<file path="src/rtl/spi_sr_front.sv">
module spi_sr_front #(
  parameter logic [7:0] OP_WREN = 8'h06,
  parameter logic [7:0] OP_WRDI = 8'h04,
  parameter logic [7:0] OP_RDSR = 8'h05,
  parameter logic [7:0] OP_WRSR = 8'h01,
  parameter int         CNT_W   = 5
) (
  input  logic clk,
  input  logic por_n,
  input  logic sck,
  input  logic cs_n,
  input  logic si,
  input  logic wp_n,
  output logic so,
  output logic so_oe,
  output logic write_allowed
);
  localparam logic [CNT_W-1:0] CNT_MAX  = '1;
  localparam logic [CNT_W-1:0] CNT_OP   = CNT_W'(8);
  localparam logic [CNT_W-1:0] CNT_DATA = CNT_W'(16);

  logic [2:0] sck_q, cs_q;
  logic [1:0] si_q;
  logic [CNT_W-1:0] bitcnt;
  logic [6:0] shreg;
  logic [7:0] opcode;
  logic [5:0] data_q;
  logic       wel, srp;
  logic [4:0] guard;
  logic       rd_active;
  logic [2:0] rd_idx;
  logic       so_q;

  wire sck_rise = sck_q[1] & ~sck_q[2];
  wire sck_fall = ~sck_q[1] & sck_q[2];
  wire cs_hi    = cs_q[1];
  wire cs_rise  = cs_q[1] & ~cs_q[2];
  wire [7:0] rx_byte = {shreg, si_q[1]};
  wire [7:0] status  = {srp, guard, wel, 1'b0};
  wire locked = srp & ~wp_n;

  always_ff @(posedge clk or negedge por_n) begin
    if (!por_n) begin
      sck_q <= '0;
      cs_q  <= '1;
      si_q  <= '0;
    end else begin
      sck_q <= {sck_q[1:0], sck};
      cs_q  <= {cs_q[1:0], cs_n};
      si_q  <= {si_q[0], si};
    end
  end

  always_ff @(posedge clk or negedge por_n) begin
    if (!por_n) begin
      bitcnt    <= '0;
      shreg     <= '0;
      opcode    <= '0;
      data_q    <= '0;
      wel       <= 1'b0;
      srp       <= 1'b0;
      guard     <= '0;
      rd_active <= 1'b0;
      rd_idx    <= '0;
      so_q      <= 1'b0;
    end else if (cs_hi) begin
      bitcnt    <= '0;
      rd_active <= 1'b0;
      if (cs_rise) begin
        if (bitcnt == CNT_OP && opcode == OP_WREN) wel <= 1'b1;
        if (bitcnt == CNT_OP && opcode == OP_WRDI) wel <= 1'b0;
        if (bitcnt >= CNT_DATA && opcode == OP_WRSR && wel && !locked) begin
          srp   <= data_q[5];
          guard <= data_q[4:0];
          wel   <= 1'b0;
        end
      end
    end else begin
      if (sck_rise) begin
        shreg <= rx_byte[6:0];
        if (bitcnt != CNT_MAX) bitcnt <= bitcnt + 1'b1;
        if (bitcnt == CNT_OP - 1'b1) begin
          opcode <= rx_byte;
          if (rx_byte == OP_RDSR) begin
            rd_active <= 1'b1;
            rd_idx    <= '0;
          end
        end
        if (bitcnt == CNT_DATA - 1'b1) data_q <= rx_byte[7:2];
      end
      if (sck_fall && rd_active) begin
        so_q   <= status[3'd7 - rd_idx];
        rd_idx <= rd_idx + 1'b1;
      end
    end
  end

  assign so            = so_q;
  assign so_oe         = rd_active;
  assign write_allowed = wel;
endmodule


</file>
<file path="config.mk">
export PLATFORM = sky130hd
export DESIGN_NAME = spi_sr_front
export DESIGN_NICKNAME = d
export VERILOG_FILES = /design/src/rtl/spi_sr_front.sv
export SDC_FILE = /design/constraint.sdc
export NUM_CORES = 1
export LEC_CHECK = 0
export ABC_AREA = 1
export ABC_CLOCK_PERIOD_IN_PS = 2650
export BUFFER_PORTS_ARGS = -buffer_cell sky130_fd_sc_hd__clkbuf_2
export CORE_ASPECT_RATIO = 1.5
export CORE_MARGIN = 2
export CORE_UTILIZATION = 64
export DETAILED_ROUTE_END_ITERATION = 8
export PLACE_DENSITY = 0.86
export SLEW_MARGIN = 20
export SYNTH_ARGS = -nofsm -noshare
export SYNTH_HDL_FRONTEND = slang
export SYNTH_SLANG_ARGS = --single-unit
</file>
<file path="constraint.sdc">
create_clock -name clk -period 2.65 [get_ports clk]
set_input_delay 0.1325 -clock clk [delete_from_list [all_inputs] [get_ports clk]]
set_output_delay 0.1325 -clock clk [all_outputs]
set_load 0.02 [all_outputs]
</file>
# Yosys cells after proc, flatten, opt, wreduce, memory -nomap -nowiden
# Cells that the tools add are included.
# classes
n_reduce_logical	24
add_sub_neg	3
magnitude_cmp	2
bitwise	9
mux	16
eq_ne	8
# op_table
cell	count
$eq A8 B3 Y1 const B	3
$mux W5	3
$reduce_and A3 Y1	5
$reduce_bool A2 Y1	7
$mux W3	4
$eq A5 B4 Y1 const B	2
$eq A8 B1 Y1 const B	1
$mux W1	8
$logic_and A1 B1 Y1	6
$reduce_and A2 Y1	3
$add A5 B1 Y5 const B	1
$eq A5 B3 Y1 const B	1
$ge A5 B5 Y1 const B	1
$ne A5 B5 Y1 const B	1
$not A1 Y1	5
$and A1 B1 Y1	4
$lt A3 B4 Y1 const B	1
$reduce_and A4 Y1	1
$add A3 B1 Y3 const B	1
$bmux W1 S3	1
$reduce_bool A3 Y1	1
$sub A3 B3 Y3 const A	1
$logic_not A1 Y1	1
# word_totals
register_bits	46
in_bits	6
elab_cells	75
out_inout_bits	3

# Logic depth before layout (Yosys ltp)
# Gate-level depths: netlist of the first run.
# logic_depth
word_depth	6
depth_mapped	9
mapped_depth_nobuf	9

# Least setup slack after synthesis of the first run
# No wires, ideal clock.
# synth_path
kind	reg-to-reg
from	register bitcnt[0]
to	register bitcnt[2]
path_buffers	0
setup_slack_ns	1.234
synth_period_minus_slack_ns	1.416
setup_ns	0.121
arrival_ns	1.295
stages_incl_launch_ff	9
t_required_ns	2.529
cell_sequence	dfrtp_1 > ha_1 > nand2_2 > nor2_1 > ha_1 > inv_1 > nand2_1 > o21ai_0 > nor2_1
# synth_between
elab_chain_cells	4
elab_cells_between_ends	7
classes_between	1 x add/sub; 1 x eq/ne; 3 x mux; 2 x reduce/logical
# synth_lines
element	line_no	source
from (decl)	24	logic [CNT_W-1:0] bitcnt;
from (signal assigned)	81	if (bitcnt != CNT_MAX) bitcnt <= bitcnt + 1'b1;
$add A5 B1 Y5	81	
$mux W5	81	
$mux W5	79	if (sck_rise) begin
$mux W5	66	end else if (cs_hi) begin
# Several ways; a longest one is shown, not always the timed one. The select of a mux whose other input is x is not followed.
# A chain may end at the register's enable or synchronous reset.

# Worst setup path in the final report of the first run
# layout_path
from	register bitcnt[0]
to	register bitcnt[0]
# The elaborated chain is that of the path after synthesis.

==> reports/metrics.csv, run 1 <==
metric;value;unit
run_status;complete, but fails checks;
violations;hold timing;
timing.final.crit_period;1.64;ns
timing.max_cap.violations;0;
number_of_global_route_vias_before_repair;1417;
synth-warning-count;0;
initial_standard_cell_utilization_of_the_core;0.659;
design.die.area;3700;sq um
timing.critical_path.buf_inv;1;
synthDominantAreaCellType;dfrtp_1;
cts_max_path_buffers;2;
number_of_enable_flip_flop_cells_after_synthesis;0;
cts_setup_buffers;0;
placeableCoreArea;3130;sq um
post_synth_main_area_contributors;dfrtp_1 52%, nand2_1 12%, inv_1 4.2%;
path_class;reg -> reg;
setup_tns;0;ns
cell_at_the_root_of_the_clock_tree;clkbuf_8;
max_freq;608;MHz
grt_max_degree;47;
count_of_h_tree_levels_built_during_cts;2;
crit_slowest_cell;dfrtp_1;
number_of_drc_violations_after_detailed_routing;0;
number_of_buffers_created_by_cts;5;
path_delay_family;flip-flops;
gp_congestion;0.757;
all_layer_gr_usage;0.225;
hold_buffers;3;
area_delta_synth_final;8.50;%
timing.hold.worst.class;in -> async;
antenna-diode-count;0;
num-fill-cells;237;
synth_cells;228;
critPathRequiredTime;2.83;ns
tritoncts;done;
static-leakage-power;1.09;nW
count_of_input_and_output_buffers;8;
nets_final;254;
path_cells;ha_1 -> nand2_2 -> nor2_1 -> ha_1 -> inv_1 -> nand2_1 -> o21ai_0 -> a21oi_1;
postRouteAntennaNets;0;
timing_hold_violations_final;9;
setup_viol;0;
ys_types;27;
boundaryPins;9;
cts.reportedPaths.clkPinSlew;0.08;ns
globalRouteOverflowTotal;0;
tritoncts_num_sinks;46;
detail_route.first_pass.iterations;4;
postRouteWirelength;3480;um
worst_clock_skew;0.00450;ns
final.period_utilization;0.621;
path_common_cell;ha_1;
fin_hold_ws;-0.0124;ns
clock_latency;0.30;ns
yosys_reg_bits;46;
die_h;73.5;um
wire_per_inst;12.3;um
grt_pass1_wl;6140;um
setup.worst_path.start_class;flip-flop;
combined_area_of_all_synthesized_cells;2060;sq um
detailedPlacementHpwl;2500;um
ys_async_sr_fraction;1.00;
relSlewSlack;0.345;
worstSetupEndpointType;flip-flop;
cp_slowest_stage_delay;0.40;ns
synthesis.area_per_instance;9.04;sq um
worst_ep_arrival_time;1.82;ns
yosys.area.top_type_share;0.522;
worstPathMaxFanout;9;
die_width;50.3;um
detail_route.iter0.violations;35;
timing_worst_slew_pin_value;0.983;ns
mappedNetlistNets;239;
vias_per_cell;5.07;
mostFrequentLayoutCells;65 x nand2_1, 43 x dfrtp_1, 23 x inv_1, 21 x nor2_1, 14 x nand3_1;
power_density;563;nW/um^2
rsz0062_at_grt;no;
final_common_cell;nand2_1;
postCtsResizedCells;0;
power.ir.vdd_worst;0.452;mV
final_max_slew_viol_count;0;
grt_antenna_before_repair;0;
layout-drive-gt1-share;0.176;
floorplan.rows;25;
detailroute.via_count;1439;
yosysSeqAreaShare;0.560;
ys_dominant_reg_cell;dfrtp_1;
synth_stat cells (2+ instances only):
cell type and n:
a21oi_1 2, buf_6 2, dfrtp_1 43, dfstp_2 3, ha_1 5, inv_1 23
inv_2 5, nand2_1 65, nand2_2 5, nand3_1 14, nor2_1 21, nor2_4 4
nor3_1 2, o21ai_0 10, o21ai_1 6, o21ai_2 7
layer usage:
metal,vias to the layer above,global-route usage,routed length [um]
met4,0,0.108,91
met5,-,0,0
li1,746,-,-
met2,15,0.396,1820
met1,669,0.254,1490
met3,9,0.0549,79
worst register-to-register path, cell delays in order (launching register included):
cell	delay, ns
dfrtp_1	0.40
ha_1	0.23
nand2_2	0.09
nor2_1	0.06
ha_1	0.17
inv_1	0.07
nand2_1	0.19
o21ai_0	0.24
a21oi_1	0.06
cells by family after synthesis:
group                      after synthesis  share of synthesized area
buffers and inverters                   33                     0.0692
DFF                                     46                      0.560
AOI/OAI and AO/OA                       29                     0.0880
and+or+nand+nor                        114                      0.248
adders and majority gates                5                     0.0304
xor gates and xnor gates                 1                    0.00425
cell type report:
type / instances / area (sq um) / area share
repair buffers: 11 / 70.1 / 0.0313
inverters: 30 / 115 / 0.0515
clock inverters: 2 / 10.0 / 0.00448
clock buffers: 6 / 72.6 / 0.0325
flip-flops and latches: 46 / 1150 / 0.517
well taps: 40 / 50.0 / 0.0224
multi-input cells: 149 / 763 / 0.341
power by group:
group          leakage [nW]  internal [mW]  switching [mW]
Sequential            0.609          0.735          0.0237
Combinational         0.436         0.0301          0.0696
Clock                0.0450          0.183           0.219
Total                  1.09          0.948           0.312
path summary, 6_finish.rpt:
path                                  startpoint                     to  slack, ns  cells after the start
min                                        por_n  bitcnt[0]$_DFFE_PN0P_      -0.01                      1
min reg2reg                   sck_q[0]$_DFF_PN0_     sck_q[1]$_DFF_PN0_       0.35                      0
max reg2reg                bitcnt[0]$_DFFE_PN0P_  bitcnt[0]$_DFFE_PN0P_       1.01                      8
min in group clk                            wp_n   guard[3]$_DFFE_PN0P_       0.31                      6
max                        bitcnt[0]$_DFFE_PN0P_  bitcnt[0]$_DFFE_PN0P_       1.01                      8
max in group asynchronous                  por_n   shreg[3]$_DFFE_PN0P_       2.05                      1
metrics by stage:
| stage | area [sq um] | std cells | util | power [mW] | setup slack [ns] |
|---|---|---|---|---|---|
| after global placement | 2120 | 273 | 0.679 | 0.866 | 1.15 |
| after CTS | 2240 | 284 | 0.715 | 1.27 | 1.04 |
| final | 2240 | 284 | 0.715 | 1.26 | 1.01 |
| after detailed placement | 2120 | 273 | 0.679 | 0.869 | 1.03 |
| after floorplan | 2060 | 228 | - | 0.831 | 1.23 |
| after global routing | 2240 | 284 | 0.715 | 1.32 | 0.853 |
state kept, by name, indices dropped and copies added, names as in the netlist, 2 cells and up:
name,flops
bitcnt,5
cs_q,3
data_q,6
guard,5
opcode,8
rd_idx,3
sck_q,3
shreg,7
si_q,2
No activity file was read; power rests on OpenSTA's default activity.
==> run 2, diff against run 1 <==
- ABC_AREA: 1 -> 0
- ABC_CLOCK_PERIOD_IN_PS: 2650 -> 1600
- CORE_UTILIZATION: 64 -> 59
- PLACE_DENSITY: 0.86 -> 0.81
- clock period: 2.65 -> 1.6 ns (I/O delays scaled with it)
==> run 2 against run 1 <==
  * The flow finishes with violations (setup timing)
  * Worst setup slack got worse by 1.1 ns
  * Sequential power up 78%
  * Synthesized cell count shrank 39%
  * Non-clock buffer count is 15 higher
  * Core utilization increased by 3.6 points
  * Clock-buffer cell count fell by 1
  * Global-route usage is 0.62 points lower
  * First-iteration DRC count shrank 46%
  * Total power is 91% higher
==> reports/metrics.csv, run 2 <==
metric;value;unit;change
placed_cells_incl_taps;197;;-28%
number_of_global_route_vias_before_repair;1298;;-8.4%
detail_route.iter0.violations;19;;-46%
ys_dominant_reg_cell;dfrtp_1;;
setup_viol;5;;+5
yosysSeqAreaShare;0.595;;+0.0343
violations;setup timing;;
power.ir.vdd_worst;0.973;mV;+120%
fin_hold_ws;0.260;ns;+0.272 ns
path_class;reg -> reg;;
cp_slowest_stage_delay;0.42;ns;+0.02 ns
path_cells;ha_4 -> and3_4 -> ha_4 -> nor3b_4 -> nand4_1 -> xor2_1 -> nor2_1;;
clock_latency;0.30;ns;about the same
wire_per_inst;16.6;um;+35%
run_status;complete, but fails checks;;
setup.worst_path.start_class;flip-flop;;
grt_max_degree;21;;-55%
ys_top_cells_by_count;43 x dfrtp_1, 27 x mux2_2, 10 x nor2_1;;
tritoncts;done;;
netSwitchingFraction;0.240;;-0.00737
number_of_enable_flip_flop_cells_after_synthesis;0;;unchanged
post-route-worst-setup-slack;-0.0453;ns;-1.05 ns
combined_area_of_all_synthesized_cells;1940;sq um;-5.8%
layout.area.seq;1160;sq um;+0.11%
worstPathMaxFanout;4;;-5
static-leakage-power;1.11;nW;+2.2%
max_freq;608;MHz;about the same
postRouteAntennaNets;0;;unchanged
count_of_h_tree_levels_built_during_cts;2;;unchanged
count_of_input_and_output_buffers;8;;unchanged
max_reg_flops;8;;unchanged
worstSetupEndpointType;flip-flop;;
timing.max_cap.violations;0;;unchanged
timing_hold_violations_final;0;;-9
yosysMostFrequentCell;dfrtp_1;;
worst_ep_arrival_time;1.85;ns;+0.03 ns
timing_worst_slew_pin_value;0.496;ns;-0.487 ns
synth-warning-count;0;;unchanged
all_layer_gr_usage;0.219;;-0.00621
p_switching;580;uW;+86%
num-fill-cells;191;;-19%
die_h;74.3;um;+1.0%
vias_per_cell;5.58;;+10%
synthesis.area_per_instance;14.1;sq um;+56%
gp_congestion;0.843;;+11%
grt_pass1_wl;6010;um;-2.1%
worst_clock_skew;0.00921;ns;+0.00471 ns
timing.hold.worst.class;in -> async;;
timing.final.crit_period;1.65;ns;+0.000587 ns
path_delay_family;simple AND/OR/NAND/NOR gates;;
antenna-diode-count;0;;unchanged
multi_input_area;845;sq um;+11%
mostFrequentLayoutCells;42 x dfrtp_1, 21 x mux2_2, 13 x buf_4, 8 x nor2_1, 8 x clkbuf_2;;
yosys_reg_bits;46;;unchanged
comb_power_share;0.083;;+0.004
die_width;50.8;um;+1.0%
detailroute.via_count;1166;;-19%
cts.reportedPaths.clkPinSlew;0.09;ns;about the same
floorplan.rows;25;;unchanged
nets_final;179;;-30%
globalRouteOverflowTotal;0;;unchanged
post_synth_main_area_contributors;dfrtp_1 55%, mux2_2 16%, dfstp_2 4.1%;;
timing.rr.end;bitcnt[3]$_DFFE_PN0P_;;
final_common_cell;dfrtp_1;;
number_of_buffers_created_by_cts;5;;unchanged
yosys.area.top_type_share;0.554;;+0.0320
number_of_drc_violations_after_detailed_routing;0;;unchanged
design_power_total;2.41;mW;+91%
worstReg2RegStart;bitcnt[1]$_DFFE_PN0P_;;
layout-drive-gt1-share;0.456;;+0.279
crit_slowest_cell;dfrtp_1;;
initial_standard_cell_utilization_of_the_core;0.615;;-0.0441
detail_route.first_pass.iterations;4;;unchanged
reg2reg_setup_slack;-0.05;ns;-1.05 ns
placeableCoreArea;3160;sq um;+1.0%
synthDominantAreaCellType;dfrtp_1;;
detailedPlacementHpwl;2570;um;+2.5%
boundaryPins;9;;unchanged
p_clk_frac;0.355;;+0.036
power_density;1020;nW/um^2;+80%
tritoncts_num_sinks;46;;unchanged
power.share.sequential;0.561;;-0.041
cellInternalPower;1.83;mW;+93%
postRouteWirelength;3470;um;-0.40%
cell_at_the_root_of_the_clock_tree;clkbuf_8;;
mappedNetlistNets;149;;-38%
relSlewSlack;0.669;;+0.325
critPathRequiredTime;1.80;ns;-1.03 ns
final.period_utilization;1.03;;+0.408
timing.critical_path.buf_inv;0;;-1
biggestRegsByFlops;opcode (8), shreg (7), data_q (6);;
design.die.area;3780;sq um;+2.1%
cts_max_path_buffers;2;;unchanged
registers.top_by_ff_count;opcode;;
r2r.worst_path.cells;7;;-1
area_delta_synth_final;22.2;%;
synth_cells;138;;-39%
rsz0062_at_grt;yes;;
path_common_cell;ha_4;;
finish.cell_count_without_fillers;209;;-26%
ys_async_sr_fraction;1.00;;unchanged
ys_types;36;;+33%
final_max_slew_viol_count;0;;unchanged
critical_path_depth;7;;-1
grt_antenna_before_repair;0;;unchanged
-- run 2: cell count changes in the layout (fill, tap and decap cells not counted), sizes merged, moves of 13 or more --
cell   previous run  this run
nand2            71         5
o21ai            23         2
nand3            14         1
inv              29         5
buf               1        14
mux2              0        27
nor2             25        10
-- run 2: timing repair --
| item | 4_1_cts | 5_1_grt |
|---|---|---|
| hold buffers | 4 | 0 |
| pin swaps | 3 | 2 |
| gates cloned | 0 | 0 |
| setup buffers | 0 | 0 |
| gates resized for setup | 5 | 5 |
| endpoints found under the hold margin | 21 | 0 |
| endpoints found under the setup margin | 11 | 14 |
-- run 2: worst max path at each step --
| stage | startpoint | endpoint |
|---|---|---|
| 6_report | bitcnt[1]$_DFFE_PN0P_ | bitcnt[3]$_DFFE_PN0P_ |
| 5_1_grt | bitcnt[1]$_DFFE_PN0P_ | bitcnt[3]$_DFFE_PN0P_ |
| 4_1_cts | bitcnt[1]$_DFFE_PN0P_ | bitcnt[3]$_DFFE_PN0P_ |
| 3_5_place_dp | bitcnt[1]$_DFFE_PN0P_ | bitcnt[1]$_DFFE_PN0P_ |
| 3_3_place_gp | bitcnt[1]$_DFFE_PN0P_ | bitcnt[1]$_DFFE_PN0P_ |
| 2_1_floorplan | bitcnt[0]$_DFFE_PN0P_ | bitcnt[3]$_DFFE_PN0P_ |
-- run 2: final cells by class --
type	count	area share
tap	40	0.0211
sequential	46	0.487
multi-input combinational	84	0.356
clock inverter	3	0.0190
timing repair buffer	26	0.0796
clock buffer	5	0.0290
inverter	5	0.00791
-- run 2: metrics by stage --
step	setup TNS, ns	cell area (sq um)	setup slack (ns)	utilization
floorplan	-0.262	2010	-0.0829	-
CTS	-0.0936	2350	-0.0499	0.744
global placement	0	2170	0.0113	0.688
finish	-0.170	2370	-0.0453	0.751
global route	-0.641	2370	-0.142	0.751
detailed placement	-0.143	2170	-0.0669	0.688
-- run 2: kinds of logic (layout without fill, tap and decap cells) --
group	count (synthesis)	count (layout)	share of synthesized area
fa+ha+maj	5	5	0.0322
compound gates	8	8	0.0251
buf+inv	8	39	0.0213
flops	46	46	0.595
simple gates	35	35	0.120
mux	32	32	0.189
xor+xnor	4	4	0.0180
-- run 2: per-layer routing --
metal | up-vias | wire (um) | part of all wire | track usage
li1 | 549 | - | - | -
met1 | 588 | 1410 | 0.41 | 0.251
met2 | 18 | 1840 | 0.53 | 0.377
met3 | 11 | 93 | 0.027 | 0.0402
met4 | 0 | 127 | 0.037 | 0.141
met5 | - | 0 | 0 | 0
-- run 2: power by group through the flow --
stage                     clock network (mW)  logic [mW]  registers (mW)
final                                  0.857       0.201            1.35
after global routing                   0.921       0.223            1.37
after CTS                              0.869       0.199            1.35
after detailed placement                   0       0.186            1.37
after global placement                     0       0.175            1.37
after floorplan                            0       0.115            1.34
-- run 2: worst register-to-register path: stages, from the launching register on --
cell,delay [ns]
dfrtp_1,0.42
ha_4,0.17
and3_4,0.19
ha_4,0.16
nor3b_4,0.25
nand4_1,0.15
xor2_1,0.16
nor2_1,0.05
==> run 3, diff against run 2 <==
- ABC_CLOCK_PERIOD_IN_PS: 1600 -> 1900
- CORE_UTILIZATION: 59 -> 64
- PLACE_DENSITY: 0.81 -> 0.94
- clock period: 1.6 -> 1.9 ns (I/O delays scaled with it)
==> run 3 against run 2 <==
  * The run now ends clean
  * Non-clock buffer count shrank 5
  * Sequential cell count is the same
  * Critical path type unchanged
  * Core utilization grew 0.64 points
  * Routed wire length grew 1.4%
  * Combinational power shrank 24%
  * Sequential share of layout area grew 3.6 points
  * Worst hold slack lost 0.025 ns
  * Fmax shrank 10%
  * Clock skew is essentially flat
  * Final cell count shrank 3.3%
==> reports/metrics.csv, run 3 (synthesis results as in run 2) <==
metric;value;unit;change
design_power_total;1.84;mW;-24%
start_point_of_the_critical_path;bitcnt[1]$_DFFE_PN0P_;;
max_freq;545;MHz;-10%
layout-drive-gt1-share;0.368;;-0.0875
power.ir.vdd_worst;0.649;mV;-33%
postRouteAntennaNets;0;;unchanged
tritoncts_num_sinks;46;;unchanged
detail_route.first_pass.iterations;6;;+2
placed_cells_incl_taps;189;;-4.1%
grt_pass1_wl;5640;um;-6.1%
worstSetupEndpointType;flip-flop;;
cell_at_the_root_of_the_clock_tree;clkbuf_8;;
globalRouteOverflowTotal;0;;unchanged
placeableCoreArea;2910;sq um;-7.8%
boundaryPins;9;;unchanged
design.die.area;3500;sq um;-7.3%
mostFrequentLayoutCells;43 x dfrtp_1, 27 x mux2_2, 10 x nor2_1, 9 x buf_4, 8 x clkbuf_2;;
gp_congestion;0.838;;-0.52%
crit_slowest_cell;dfrtp_1;;
timing.max_cap.violations;0;;unchanged
grt_max_degree;21;;unchanged
number_of_drc_violations_after_detailed_routing;0;;unchanged
biggestRegsByFlops;opcode (8), shreg (7), data_q (6);;
relSlewSlack;0.618;;-0.0510
setup_viol;0;;-5
worst_clock_skew;0.00917;ns;-0.0000419 ns
static-leakage-power;1.06;nW;-4.5%
run_status;finished clean;;
initial_standard_cell_utilization_of_the_core;0.667;;+0.0520
wire_per_inst;17.4;um;+4.9%
worstReg2RegStart;bitcnt[1]$_DFFE_PN0P_;;
power_density;834;nW/um^2;-18%
setup.worst_path.start_class;flip-flop;;
r2r.worst_path.cells;7;;unchanged
vias_per_cell;5.95;;+6.7%
detail_route.iter0.violations;27;;+8
final_max_slew_viol_count;0;;unchanged
timing.final.crit_period;1.83;ns;+0.189 ns
die_width;49.0;um;-3.7%
registers.top_by_ff_count;opcode;;
nets_final;174;;-2.8%
postRouteWirelength;3510;um;+1.4%
cts_max_path_buffers;2;;unchanged
tritoncts;done;;
grt_antenna_before_repair;0;;unchanged
clock_latency;0.29;ns;about the same
cts.reportedPaths.clkPinSlew;0.08;ns;about the same
floorplan.rows;24;;-4.0%
number_of_buffers_created_by_cts;5;;unchanged
max_reg_flops;8;;unchanged
area_delta_synth_final;13.6;%;
worst_ep_arrival_time;2.02;ns;+0.17 ns
final_common_cell;dfrtp_1;;
path_class;reg -> reg;;
count_of_h_tree_levels_built_during_cts;2;;unchanged
count_of_input_and_output_buffers;8;;unchanged
die_h;71.5;um;-3.8%
detailroute.via_count;1202;;+3.1%
antenna-diode-count;0;;unchanged
timing_hold_violations_final;0;;unchanged
final.period_utilization;0.965;;-0.0630
timing.hold.worst.class;in -> async;;
cp_slowest_stage_delay;0.41;ns;about the same
detailedPlacementHpwl;2580;um;+0.47%
worstPathMaxFanout;5;;+1
num-fill-cells;184;;-3.7%
number_of_global_route_vias_before_repair;1203;;-7.3%
path_cells;ha_1 -> and3_4 -> ha_2 -> nor3b_4 -> nand4_1 -> xor2_1 -> nor2_1;;
timing_worst_slew_pin_value;0.568;ns;+0.0713 ns
critPathRequiredTime;2.09;ns;+0.29 ns
finish.cell_count_without_fillers;202;;-3.3%
all_layer_gr_usage;0.220;;+0.000307
## run 3: path summary, 6_finish.rpt
path / end / slack (ns)
worst min-delay path: rd_idx[0]$_DFFE_PN0P_ / 0.24
min in group clk: write_allowed$_DFFE_PN0P_ / 0.32
worst min register to register: sck_q[1]$_DFF_PN0_ / 0.35
max in group asynchronous: cs_q[2]$_DFF_PN1_ / 1.03
worst max-delay path: bitcnt[3]$_DFFE_PN0P_ / 0.07
worst max register to register: bitcnt[3]$_DFFE_PN0P_ / 0.07
## run 3: timing repair
action	4_1_cts	5_1_grt
hold buffers	4	0
endpoints found under the setup margin	0	5
endpoints found under the hold margin	15	0
setup buffers	0	2
gates resized for setup	0	3
## run 3: critical path: cells and delay by family, from the launching register on
kind	cells	cell delay (ns)
DFF	1	0.41
adders and majority gates	2	0.40
and+or+nand+nor	4	0.71
xor gates and xnor gates	1	0.21
## run 3: where the power goes
group	total [mW]	switching, mW	internal, mW	leakage, nW
Clock	0.546	0.292	0.253	0.0383
Sequential	1.14	0.0883	1.05	0.603
Combinational	0.152	0.0642	0.0878	0.422
## run 3: stage by stage
stage          utilization  cell area (sq um)  hold slack (ns)  worst slack [ns]  TNS (ns)
4_1_cts              0.747               2180            0.243           0.00935         0
2_1_floorplan            -               1940           -0.201            0.0882         0
6_report             0.757               2210            0.235            0.0659         0
5_1_grt              0.757               2210            0.268           -0.0152   -0.0152
3_5_place_dp         0.707               2060           0.0182            0.0297         0
3_3_place_gp         0.707               2060           0.0146             0.176         0
## run 3: layout make-up
class                   count  area, sq um  area share
repair buffers             21          148      0.0669
well taps                  39         48.8      0.0221
clock buffers               7         76.3      0.0346
flip-flops and latches     46         1150       0.524
inverters                   5         18.8     0.00851
multi-input cells          84          759       0.344
## run 3: metal layers
metal,global-route usage,part of all wire
met2,0.423,0.58
met5,0,0
met1,0.230,0.38
met3,0.0563,0.030
met4,0.0667,0.013
